--- config.mk ---
export PLATFORM = sky130hd
export DESIGN_NAME = pclk_chan_bank
export DESIGN_NICKNAME = d
export VERILOG_FILES = /design/src/rtl/pclk_chan_pkg.sv /design/src/rtl/pclk_addr_dec.sv /design/src/rtl/pclk_chan_reg.sv /design/src/rtl/pclk_gen_lock.sv /design/src/rtl/pclk_chan_bank.sv
export SDC_FILE = /design/constraint.sdc
export NUM_CORES = 1
export LEC_CHECK = 0
export BUFFER_PORTS_ARGS = -buffer_cell sky130_fd_sc_hd__buf_2
export CORE_ASPECT_RATIO = 1.75
export CORE_UTILIZATION = 54
export CTS_BUF_LIST = sky130_fd_sc_hd__clkbuf_16
export CTS_CLUSTER_SIZE = 10
export DETAILED_ROUTE_END_ITERATION = 10
export HOLD_SLACK_MARGIN = 0.15
export PLACE_DENSITY = 0.79
export SETUP_SLACK_MARGIN = 0.3
export SYNTH_ARGS = -nofsm -noshare
export SYNTH_HDL_FRONTEND = slang
export SYNTH_SLANG_ARGS = --single-unit
--- constraint.sdc ---
create_clock -name clk -period 4.3 [get_ports clk]
set_clock_uncertainty 0.15 [all_clocks]
set_input_delay 0.645 -clock clk [delete_from_list [all_inputs] [get_ports clk]]
set_output_delay 0.645 -clock clk [all_outputs]
set_load 0.03 [all_outputs]
--- src/rtl/pclk_chan_pkg.sv ---
// Package: shared field layout and register image type for the
// peripheral clock channel bank. Assumes a 32-bit data bus and at most
// sixteen generators (4-bit select).
package pclk_chan_pkg;

    localparam int DATA_W   = 32;
    localparam int SEL_W    = 4;
    localparam int EN_BIT   = 6;
    localparam int LOCK_BIT = 7;

    typedef struct packed {
        logic             lock;
        logic             en;
        logic [SEL_W-1:0] sel;
    } chan_t;

    // Build the read image of one channel register.
    function automatic logic [DATA_W-1:0] chan_to_word(chan_t c);
        logic [DATA_W-1:0] w;
        w               = '0;
        w[SEL_W-1:0]    = c.sel;
        w[EN_BIT]       = c.en;
        w[LOCK_BIT]     = c.lock;
        return w;
    endfunction

    // Extract the stored fields from a write word.
    function automatic chan_t word_to_chan(logic [DATA_W-1:0] w);
        chan_t c;
        c.sel  = w[SEL_W-1:0];
        c.en   = w[EN_BIT];
        c.lock = w[LOCK_BIT];
        return c;
    endfunction

endpackage

--- src/rtl/pclk_addr_dec.sv ---
// Module: address decoder for the channel window.
// Maps a byte address to a channel index. An address hits only when it
// is word aligned and lies inside BASE .. BASE + 4*N_CHAN - 4.
// Assumes ADDR_W leaves room for the index plus the two byte bits.
module pclk_addr_dec #(
    parameter int          N_CHAN = 48,
    parameter int          ADDR_W = 12,
    parameter int unsigned BASE   = 32'h80,
    localparam int         IDX_W  = $clog2(N_CHAN)
) (
    input  logic [ADDR_W-1:0] addr,
    output logic              hit,
    output logic [IDX_W-1:0]  idx
);

    localparam logic [ADDR_W-1:0] BASE_A = ADDR_W'(BASE);
    localparam logic [ADDR_W-1:0] LIMIT  = ADDR_W'(N_CHAN);

    logic [ADDR_W-1:0] off;

    // Offset from the window base and range/alignment test.
    always_comb begin
        off = addr - BASE_A;
        hit = (addr >= BASE_A) && (off[1:0] == 2'b00)
              && ({2'b00, off[ADDR_W-1:2]} < LIMIT);
        idx = off[IDX_W+1:2];
    end

endmodule

--- src/rtl/pclk_chan_reg.sv ---
// Module: one channel control register with a sticky lock.
// The power reset clears everything. The user reset clears the select
// and enable only while unlocked. A write lands only while unlocked.
// Assumes both resets are synchronous and active low.
module pclk_chan_reg
    import pclk_chan_pkg::*;
#(
    parameter int N_GEN = 12
) (
    input  logic  clk,
    input  logic  por_n,
    input  logic  usr_rst_n,
    input  logic  wr_sel,
    input  chan_t wr_val,
    output chan_t q,
    output logic  sel_vld
);

    localparam logic [SEL_W-1:0] GEN_LIM = SEL_W'(N_GEN);

    // Register update with reset priority: power, user, then write.
    always_ff @(posedge clk) begin
        if (!por_n) begin
            q <= '0;
        end else if (!usr_rst_n && !q.lock) begin
            q.sel <= '0;
            q.en  <= 1'b0;
        end else if (wr_sel && !q.lock) begin
            q <= wr_val;
        end
    end

    // Flag selects that name an existing generator.
    always_comb sel_vld = (q.sel < GEN_LIM);

    // a locked channel holds all of its fields until a power reset.
    a_r5_locked_hold: assert property (@(posedge clk) disable iff (!por_n)
        q.lock |=> $stable(q));

    // an accepted write stores all three fields in one step.
    a_r4_write_lands: assert property (@(posedge clk) disable iff (!por_n)
        (usr_rst_n && wr_sel && !q.lock) |=> (q == $past(wr_val)));

    // a user reset clears an unlocked channel, even with a write.
    a_r8_user_clear: assert property (@(posedge clk) disable iff (!por_n)
        (!usr_rst_n && !q.lock) |=> (q == '0));

endmodule

--- src/rtl/pclk_gen_lock.sv ---
// Module: per-generator lock reduction.
// Bit n is high when any locked channel selects generator n. Generator 0
// is exempt and its bit stays low. Assumes N_GEN fits the select width.
module pclk_gen_lock
    import pclk_chan_pkg::*;
#(
    parameter int N_CHAN = 48,
    parameter int N_GEN  = 12
) (
    input  logic [N_CHAN-1:0]       lock_vec,
    input  logic [N_CHAN*SEL_W-1:0] sel_vec,
    output logic [N_GEN-1:0]        gen_lock
);

    for (genvar g = 0; g < N_GEN; g++) begin : g_gen
        if (g == 0) begin : g_exempt
            assign gen_lock[g] = 1'b0;
        end else begin : g_or
            logic acc;
            // OR over channels that are locked onto generator g.
            always_comb begin
                acc = 1'b0;
                for (int c = 0; c < N_CHAN; c++) begin
                    acc = acc | (lock_vec[c]
                          && (sel_vec[c*SEL_W +: SEL_W] == SEL_W'(g)));
                end
            end
            assign gen_lock[g] = acc;
        end
    end

endmodule

--- src/rtl/pclk_chan_bank.sv ---
// Module: top of the lockable peripheral clock channel bank.
// It holds N_CHAN channel registers on a word-addressed bus, returns read
// data one cycle after the strobe and drives the per-generator lock
// vector. Assumes synchronous active-low resets and a single shared
// address for reads and writes.
module pclk_chan_bank
    import pclk_chan_pkg::*;
#(
    parameter int          N_CHAN    = 48,
    parameter int          N_GEN     = 12,
    parameter int          ADDR_W    = 12,
    parameter int unsigned BASE_ADDR = 32'h80
) (
    input  logic                    clk,
    input  logic                    por_n,
    input  logic                    usr_rst_n,
    input  logic                    bus_wr,
    input  logic                    bus_rd,
    input  logic [ADDR_W-1:0]       bus_addr,
    input  logic [31:0]             bus_wdata,
    output logic [31:0]             bus_rdata,
    output logic [N_CHAN*SEL_W-1:0] chan_sel,
    output logic [N_CHAN-1:0]       chan_en,
    output logic [N_CHAN-1:0]       chan_sel_vld,
    output logic [N_GEN-1:0]        gen_lock
);

    localparam int IDX_W = $clog2(N_CHAN);

    logic             hit;
    logic [IDX_W-1:0] idx;
    chan_t            wr_val;
    chan_t            chans [N_CHAN];
    logic [N_CHAN-1:0] lock_vec;
    logic [31:0]      rd_mux;
    logic             unused_wdata;

    pclk_addr_dec #(
        .N_CHAN (N_CHAN),
        .ADDR_W (ADDR_W),
        .BASE   (BASE_ADDR)
    ) u_dec (
        .addr (bus_addr),
        .hit  (hit),
        .idx  (idx)
    );

    // Field extraction from the write word; spare bits are dropped.
    always_comb wr_val = word_to_chan(bus_wdata);
    assign unused_wdata = ^{bus_wdata[31:8], bus_wdata[5:4]};

    for (genvar c = 0; c < N_CHAN; c++) begin : g_chan
        logic wr_sel;
        // Write strobe for this channel.
        always_comb wr_sel = bus_wr && hit && (idx == IDX_W'(c));

        pclk_chan_reg #(
            .N_GEN (N_GEN)
        ) u_reg (
            .clk       (clk),
            .por_n     (por_n),
            .usr_rst_n (usr_rst_n),
            .wr_sel    (wr_sel),
            .wr_val    (wr_val),
            .q         (chans[c]),
            .sel_vld   (chan_sel_vld[c])
        );

        assign chan_sel[c*SEL_W +: SEL_W] = chans[c].sel;
        assign chan_en[c]                 = chans[c].en;
        assign lock_vec[c]                = chans[c].lock;
    end

    pclk_gen_lock #(
        .N_CHAN (N_CHAN),
        .N_GEN  (N_GEN)
    ) u_glock (
        .lock_vec (lock_vec),
        .sel_vec  (chan_sel),
        .gen_lock (gen_lock)
    );

    // Read image of the addressed channel, zero outside the window.
    always_comb rd_mux = hit ? chan_to_word(chans[idx]) : '0;

    // Registered read port; idle cycles return zero.
    always_ff @(posedge clk) begin
        if (!por_n) begin
            bus_rdata <= '0;
        end else if (bus_rd) begin
            bus_rdata <= rd_mux;
        end else begin
            bus_rdata <= '0;
        end
    end

    // a read outside the window returns zero next cycle.
    a_r2_miss_reads_zero: assert property (@(posedge clk) disable iff (!por_n)
        (bus_rd && !hit) |=> (bus_rdata == '0));

    // a generator lock always traces back to some locked channel.
    a_r6_lock_source: assert property (@(posedge clk) disable iff (!por_n)
        (|gen_lock) |-> (|lock_vec));

    // read data never carries bits outside the defined fields.
    a_r3_spare_zero: assert property (@(posedge clk) disable iff (!por_n)
        bus_rd |=> (bus_rdata[31:8] == '0 && bus_rdata[5:4] == 2'b00));

endmodule

==> impl_metrics.tcl, run 1 <==
set metrics [dict create \
    status "did not finish" \
    stop_stage "global routing" \
    error "[ERROR GRT-0116] Global routing finished with congestion. Check the congestion regions in the DRC Viewer." \
    synth_seq_cells 294 \
    syn_avg_cell_area_um2 8.65 \
    synth-compound-area-share 0.117 \
    groute.usage.overall 0.743 \
    yosys_warnings 0 \
    die_w_um 149 \
    netlist_area_um2 20500 \
    syn_inst 2373 \
    synthDistinctLibCells 53 \
    yosys.area_share.xor_xnor 0.000793 \
    synth_top_family_by_area "simple AND/OR/NAND/NOR gates" \
    globalplace.congestion 1.27 \
    initial_core_util 0.547 \
    fp.dieH_um 260 \
    cts_buffers 35 \
    grt_pass1_vias 25000 \
    grt_pass1_wl_mm 211 \
    synth_fa_ha_area_frac 0.000610 \
    fp-row-count 94 \
    gr-total-overflow 394 \
    io_buffer_count 327 \
    synthFlopType "dfxtp_1" \
    synthMuxAreaShare 0.196 \
    synth_simple_gate_area_frac 0.249 \
    synth-edff-count 0 \
    cts_buffer_depth 3 \
    h-tree-depth 2 \
    clockRootBuffer "clkbuf_16" \
    async_flop_share 0 \
    ys_seq_area_frac 0.287 \
    hpwl_mm 94.4 \
    grt_max_degree 52 \
    clock-sinks 294 \
    ios 381 \
]
==> metal layers <==
metal / track usage / overflow
met1: 0.755 / 1
met2: 0.967 / 269
met3: 0.520 / 4
met4: 0.718 / 116
met5: 0.0885 / 4
==> cells in the mapped netlist, types with 9 or more instances <==
cell,count,area (um^2)
nor2_1,272,1020
dfxtp_1,294,5890
or4_1,10,75.1
nor3_1,93,465
or3b_2,47,412
clkbuf_1,59,221
buf_2,45,225
a21oi_1,18,90.1
nor4_1,63,394
o22ai_1,192,1200
mux2i_1,240,2400
nand2_1,142,533
nand3_1,14,70.1
buf_4,337,2530
o21ai_0,98,490
nand4_1,17,106
mux4_2,72,1620
inv_1,9,33.8
a22oi_1,24,180
nand4_4,9,191
o32ai_1,18,158
a22o_1,23,201
nand3b_1,91,683
or3_1,28,175
nand2b_1,96,601
==> stage by stage <==
step / instance area, um^2 / instances / hold slack (ns) / setup slack, ns
after detailed placement: 20400 / 2834 / 0.362 / 0.605
after floorplan: 20600 / 2399 / 0.329 / 1.62
after global placement: 20400 / 2834 / 0.340 / 0.725
after CTS: 21400 / 2875 / 0.317 / 0.321
==> kinds of logic after synthesis <==
| logic type | count (synthesis) |
|---|---|
| multiplexers | 312 |
| AO/OA/AOI/OAI | 382 |
| flip-flops | 294 |
| buffers and inverters | 456 |
| XOR/XNOR | 1 |
| adder cells (fa/ha/maj) | 1 |
| AND/OR/NAND/NOR | 926 |
| other | 1 |
==> repair_timing <==
action | in CTS
endpoints found under the setup margin | 4
hold endpoints to repair | 0
buffers inserted | 1
gates resized for setup | 3
hold buffers | 0
==> run 2: changes to the inputs <==
Settings changed: CORE_ASPECT_RATIO 1.75 to default, CORE_UTILIZATION 54 to 39, CTS_BUF_LIST sky130_fd_sc_hd__clkbuf_16 to default, CTS_CLUSTER_SIZE 10 to default, HOLD_SLACK_MARGIN 0.15 to default, PLACE_DENSITY 0.79 to default, PLACE_DENSITY_LB_ADDON from default to 0.15, SETUP_SLACK_MARGIN 0.3 to default.
==> impl_metrics.tcl, run 2 <==
set metrics [dict create \
    status "finished with violations" \
    violations "negative setup slack" \
    ant_nets 0 \
    synth_top_area_share 0.287 \
    cp_max_fo 7 \
    hpwl_mm 102 \
    final_util 0.427 \
    endpoint_kind "output pin" \
    drt_first_pass_iters 6 \
    hold_class "input pin to flop" \
    drc_errors 0 \
    grt_setup_unrepaired "false" \
    synth_simple_gate_area_frac 0.249 \
    via_per_inst 6.73 \
    yosys_warnings 0 \
    cts_buffer_depth 3 \
    worstPathArrival_ns 3.57 \
    synthDistinctLibCells 53 \
    cp-start-kind "flop" \
    ys_top_cells_by_count "buf_4 (337), dfxtp_1 (294), nor2_1 (272), mux2i_1 (240), o22ai_1 (192)" \
    final_cell_mix "buf_2 (325), dfxtp_1 (294), nor2_1 (272)" \
    finalHoldViolations 0 \
    synth-compound-area-share 0.117 \
    antenna_found_initial 7 \
    cp.required_ns 3.50 \
    hp-start "bus_rd" \
    grt_max_degree 98 \
    cts_tree "built" \
    setup_ws_ns -0.0665 \
    syn_avg_cell_area_um2 8.65 \
    drive_gt1_frac 0.264 \
    synth_fa_ha_area_frac 0.000610 \
    wirelength_mm 127 \
    clockRootBuffer "clkbuf_16" \
    cap_violations 0 \
    h-tree-depth 1 \
    r2r_start "g_chan[15].u_reg.q[5]" \
    slew_headroom 0.0288 \
    p_leak_nw 9.19 \
    worst_slew_pin_slew_ns 1.45 \
    crit_type "flop to output pin" \
    clk_pin_slew_ns 0.06 \
    ys_seq_area_frac 0.287 \
    synth-edff-count 0 \
    syn_inst 2373 \
    ios 381 \
    peakVddDrop_mv 0.298 \
    dpl_worst_slack_ns 0.564 \
    grt_pass1_vias 19300 \
    synthMuxAreaShare 0.196 \
    globalplace.congestion 1.12 \
    largest_reg_flops 288 \
    die_w_um 231 \
    report.final.slew_viol_count 0 \
    synth_top_family_by_area "simple AND/OR/NAND/NOR gates" \
    yosys.area_share.xor_xnor 0.000793 \
    max_freq_mhz 229 \
    setup_viol 2 \
    vias 21100 \
    gr-total-overflow 0 \
    io_buffer_count 327 \
    synth_seq_cells 294 \
    fp.dieH_um 231 \
    cts_buffers 30 \
    fp-row-count 83 \
    netlist_area_um2 20500 \
    power-per-cell-area_nw_per_um2 262 \
    avgRoutedWirePerCell_um 40.5 \
    ys_top_cells_by_area "dfxtp_1 (29%), buf_4 (12%), mux2i_1 (12%)" \
    drt_iter0_drc 2782 \
    largestRegisters "g_chan.u_reg.q: 288 flops, bus_rdata: 6 flops" \
    postLayoutCellArea_um2 22000 \
    finalCritPeriodShare 1.02 \
    layout_commonest_cell "buf_2" \
    fin_nets 2474 \
    nFillCells 5079 \
    async_flop_share 0 \
    synth_top_area_cell "dfxtp_1" \
    min_period_ns 4.37 \
    regMostFlops "g_chan.u_reg.q" \
    die-area_um2 53500 \
    fin_tns_setup_ns -0.0960 \
    dpl_cell_area_um2 21000 \
    clk-insertion-delay-late_ns 0.60 \
    area_growth_pct 7.27 \
    initial_core_util 0.398 \
    groute.usage.overall 0.460 \
    synthFlopType "dfxtp_1" \
    crit_start "g_chan[14].u_reg.q[5]" \
    clock-sinks 294 \
    grt_pass1_wl_mm 168 \
    yosysMostFrequentCell "buf_4" \
    core_um2 51600 \
]
-- run 2: kinds of logic (layout without fill, tap and decap cells) --
group,Yosys count,count (layout)
simple gates,926,926
buf+inv,456,503
compound gates,382,382
mux,312,312
flops,294,294
fa+ha+maj,1,1
other cells,1,30
xor+xnor,1,1
-- run 2: metrics by stage --
step | power [mW] | hold WS (ns) | cells
2_1_floorplan | 3.02 | 0.329 | 2399
3_3_place_gp | 3.11 | 0.343 | 3072
3_5_place_dp | 3.12 | 0.356 | 3072
4_1_cts | 5.77 | 0.273 | 3126
5_1_grt | 5.88 | 0.307 | 3126
6_report | 5.77 | 0.310 | 3129
-- run 2: final cells by class --
cell class	count	area, um^2	share of cell area
inverters	9	33.8	0.00153
multi-input cells	1649	11700	0.531
clock inverters	11	108	0.00489
repair buffers	440	2530	0.115
well taps	680	851	0.0386
flip-flops and latches	294	5890	0.267
diodes	3	7.51	0.000341
clock buffers	43	901	0.0409
-- run 2: path summary, 6_finish.rpt --
path | to | slack [ns] | depth (start not counted)
worst max register to register | bus_rdata[7] | 1.81 | 5
worst min-delay path | bus_rdata[6] | 0.31 | 3
worst min register to register | g_chan[35].u_reg.q[4] | 0.38 | 2
worst max-delay path | gen_lock[8] | -0.07 | 6
-- run 2: worst max-delay path, stage by stage (launching register included) --
cell,delay [ns]
dfxtp_1,0.50
nand3b_1,0.30
nor3_1,1.17
nor4_2,0.25
nand4_1,0.28
or4_1,0.25
buf_2,0.23
-- run 2: timing repair --
action                                 in CTS  in global routing
resized for setup                           1                  2
setup endpoints to repair                   1                  2
setup buffers                               0                  0
endpoints found under the hold margin       0                  0
hold buffers                                0                  0
-- run 2: routing by layer --
metal / vias up / track usage / share of wire
li1: 8513 / - / -
met1: 10600 / 0.604 / 0.40
met2: 1675 / 0.681 / 0.42
met4: 8 / 0.239 / 0.060
met5: - / 0 / 0.00036
met3: 284 / 0.131 / 0.12
-- run 2: where the power goes --
| group | leakage [nW] | switching (mW) | internal, mW |
|---|---|---|---|
| Sequential | 2.37 | 0.000236 | 2.72 |
| Clock | 0.504 | 1.14 | 1.56 |
| Combinational | 6.32 | 0.279 | 0.0710 |
(Power assumes the default switching activity.)
==> run 3: changes to the inputs <==
Settings changed: ABC_AREA from default to 1.
==> impl_metrics.tcl, run 3 <==
set metrics [dict create \
    status "complete, no violations" \
    fp.dieH_um 244 \
    cts_buffers 36 \
    vias 25700 \
    hpwl_mm 85.2 \
    endpoint_kind "output pin" \
    gr-total-overflow 0 \
    drive_gt1_frac 0.117 \
    ctsResizeCount 0 \
    peakVddDrop_mv 0.193 \
    clock-sinks 294 \
    met1_usage 0.528 \
    max_freq_mhz 258 \
    cap_violations 0 \
    reg2regPathDepth 10 \
    final_cell_mix "nand2_1 (1,515), nor2_1 (651), buf_2 (326)" \
    groute.usage.overall 0.358 \
    hold_depth 2 \
    cts_tree "built" \
    io_buffer_count 327 \
    synthFlopType "dfxtp_1" \
    yosys_warnings 0 \
    slew_headroom 0.246 \
    worst_slew_pin_slew_ns 1.13 \
    cp.required_ns 3.50 \
    path_buf_inv 2 \
    async_flop_share 0 \
    cp.depth 9 \
    grt_pass1_vias 22200 \
    slowest_stage "dfxtp_1" \
    diodes 0 \
    grt_setup_unrepaired "false" \
    h-tree-depth 2 \
    dpl_cell_area_um2 22800 \
    worstPathArrival_ns 3.09 \
    cp-start-kind "flop" \
    globalplace.congestion 1.05 \
    layout_commonest_cell "nand2_1" \
    fin_nets 4113 \
    setup_viol 0 \
    postLayoutCellArea_um2 24000 \
    crit_path_max_incr_delay_ns 0.65 \
    drt_first_pass_iters 6 \
    path_cells "inv_1 > nand3_1 > or2_2 > nand2_1 > nor2_1 > nand4_1 > nor2_1 > nand3_1 > buf_2" \
    area_growth_pct 4.88 \
    grt_util_met3 0.0649 \
    setup_ws_ns 0.417 \
    p_leak_nw 11.2 \
    synthDistinctLibCells 34 \
    clockRootBuffer "clkbuf_16" \
    synth_top_area_cell "dfxtp_1" \
    drc_errors 0 \
    clk_pin_slew_ns 0.06 \
    cp_max_fo 4 \
    ys_top_cells_by_area "dfxtp_1 (26%), nand2_1 (25%), buf_4 (11%)" \
    cts_setup_buffers 0 \
    syn_avg_cell_area_um2 5.58 \
    clk-insertion-delay-late_ns 0.58 \
    die-area_um2 59700 \
    wirelength_mm 110 \
    largest_reg_flops 288 \
    critPathTopFamily "simple AND/OR/NAND/NOR gates" \
    report.final.slew_viol_count 0 \
    antenna_found_initial 3 \
    fin_tns_setup_ns 0 \
    syn_inst 4104 \
    crit_type "flop to output pin" \
    dpl_worst_slack_ns 0.975 \
    cts_buffer_depth 3 \
    finalHoldViolations 0 \
    regMostFlops "g_chan.u_reg.q" \
    via_per_inst 5.30 \
    grt.busiest_layer "met1" \
    synth_top_area_share 0.257 \
    hold_class "flop to flop" \
    avgRoutedWirePerCell_um 22.7 \
    die_w_um 244 \
    initial_core_util 0.396 \
    synth_seq_cells 294 \
    ys_top_cells_by_count "nand2_1 (1,515), nor2_1 (651), buf_4 (347), inv_1 (325), dfxtp_1 (294)" \
    yosysMostFrequentCell "nand2_1" \
    ys_seq_area_frac 0.257 \
    grt_pass1_wl_mm 156 \
    nFillCells 6661 \
    cts_hold_buf 0 \
    largestRegisters "g_chan.u_reg.q: 288 flops, bus_rdata: 6 flops" \
    netlist_area_um2 22900 \
    ios 381 \
    drt_iter0_drc 3092 \
    min_period_ns 3.88 \
    finalCritPeriodShare 0.903 \
    ant_nets 0 \
    core_um2 57800 \
    synth-edff-count 0 \
    power-per-cell-area_nw_per_um2 267 \
    grt.met2_usage 0.510 \
    grt_max_degree 97 \
    fp-row-count 88 \
]
## run 3: cell types whose count changed in the layout (fill, tap and decap cells not counted), moves of 77 or more
| cell | change |
|---|---|
| inv_1 | +313 |
| o22ai_1 | -115 |
| buf_4 | -77 |
| nor2_1 | +379 |
| nor3_1 | +88 |
| nand3_1 | +119 |
| nand2_1 | +1373 |
| nand2b_1 | -96 |
| mux2i_1 | -240 |
| a21oi_1 | +115 |
| o21ai_0 | +94 |
## run 3: area by class of cell
class,instances,area (um^2),area share
clock buffers,52,1050,0.0438
well taps,765,957,0.0399
multi-input cells,3010,12600,0.527
flip-flops and latches,294,5890,0.245
clock inverters,10,164,0.00683
repair buffers,365,1970,0.0819
inverters,356,1340,0.0557
## run 3: final timing paths
| check | end | slack, ns | startpoint |
|---|---|---|---|
| setup / recovery | gen_lock[3] | 0.42 | g_chan[28].u_reg.q[3] |
| hold / removal | g_chan[33].u_reg.q[4] | 0.36 | g_chan[33].u_reg.q[4] |
| setup reg to reg | bus_rdata[3] | 2.29 | g_chan[42].u_reg.q[3] |
| hold reg to reg | g_chan[33].u_reg.q[4] | 0.36 | g_chan[33].u_reg.q[4] |
## run 3: logic make-up after synthesis
kind of cell	synth area share
flops	0.257
buf+inv	0.195
fa+ha+maj	0.000546
simple gates	0.452
compound gates	0.0950
other cells	0.000164
## run 3: through the flow
stage / util / hold WS, ns / cells / total power, mW
after floorplan: - / 0.328 / 4130 / 3.04
after global placement: 0.394 / 0.339 / 4790 / 3.20
after detailed placement: 0.394 / 0.346 / 4790 / 3.20
after CTS: 0.415 / 0.355 / 4852 / 6.43
after global routing: 0.415 / 0.364 / 4852 / 6.56
final: 0.415 / 0.358 / 4852 / 6.41
## run 3: report_power, final
group          switching [mW]  leakage (nW)  total [mW]  internal [mW]
Sequential           0.000444          2.37        2.72           2.72
Clock                    1.32         0.593        3.26           1.94
Combinational           0.361          8.19       0.428         0.0663
Total                    1.68          11.2        6.41           4.73
## run 3: layer usage
metal	part of all wire	wire length [um]
met5	0.00011	12
met4	0.040	4400
met3	0.10	11300
met2	0.40	44400
met1	0.45	50000
## run 3: worst reg2reg max path, stage by stage (launching register included)
cell and delay, ns:
dfxtp_1 0.40, inv_1 0.19, o21ai_0 0.10, nand2_1 0.08, nand2_1 0.05, nand2_1 0.05, nand2_1 0.05, o21ai_0 0.58
nand3_1 0.15, nand2_1 0.10, inv_1 0.04
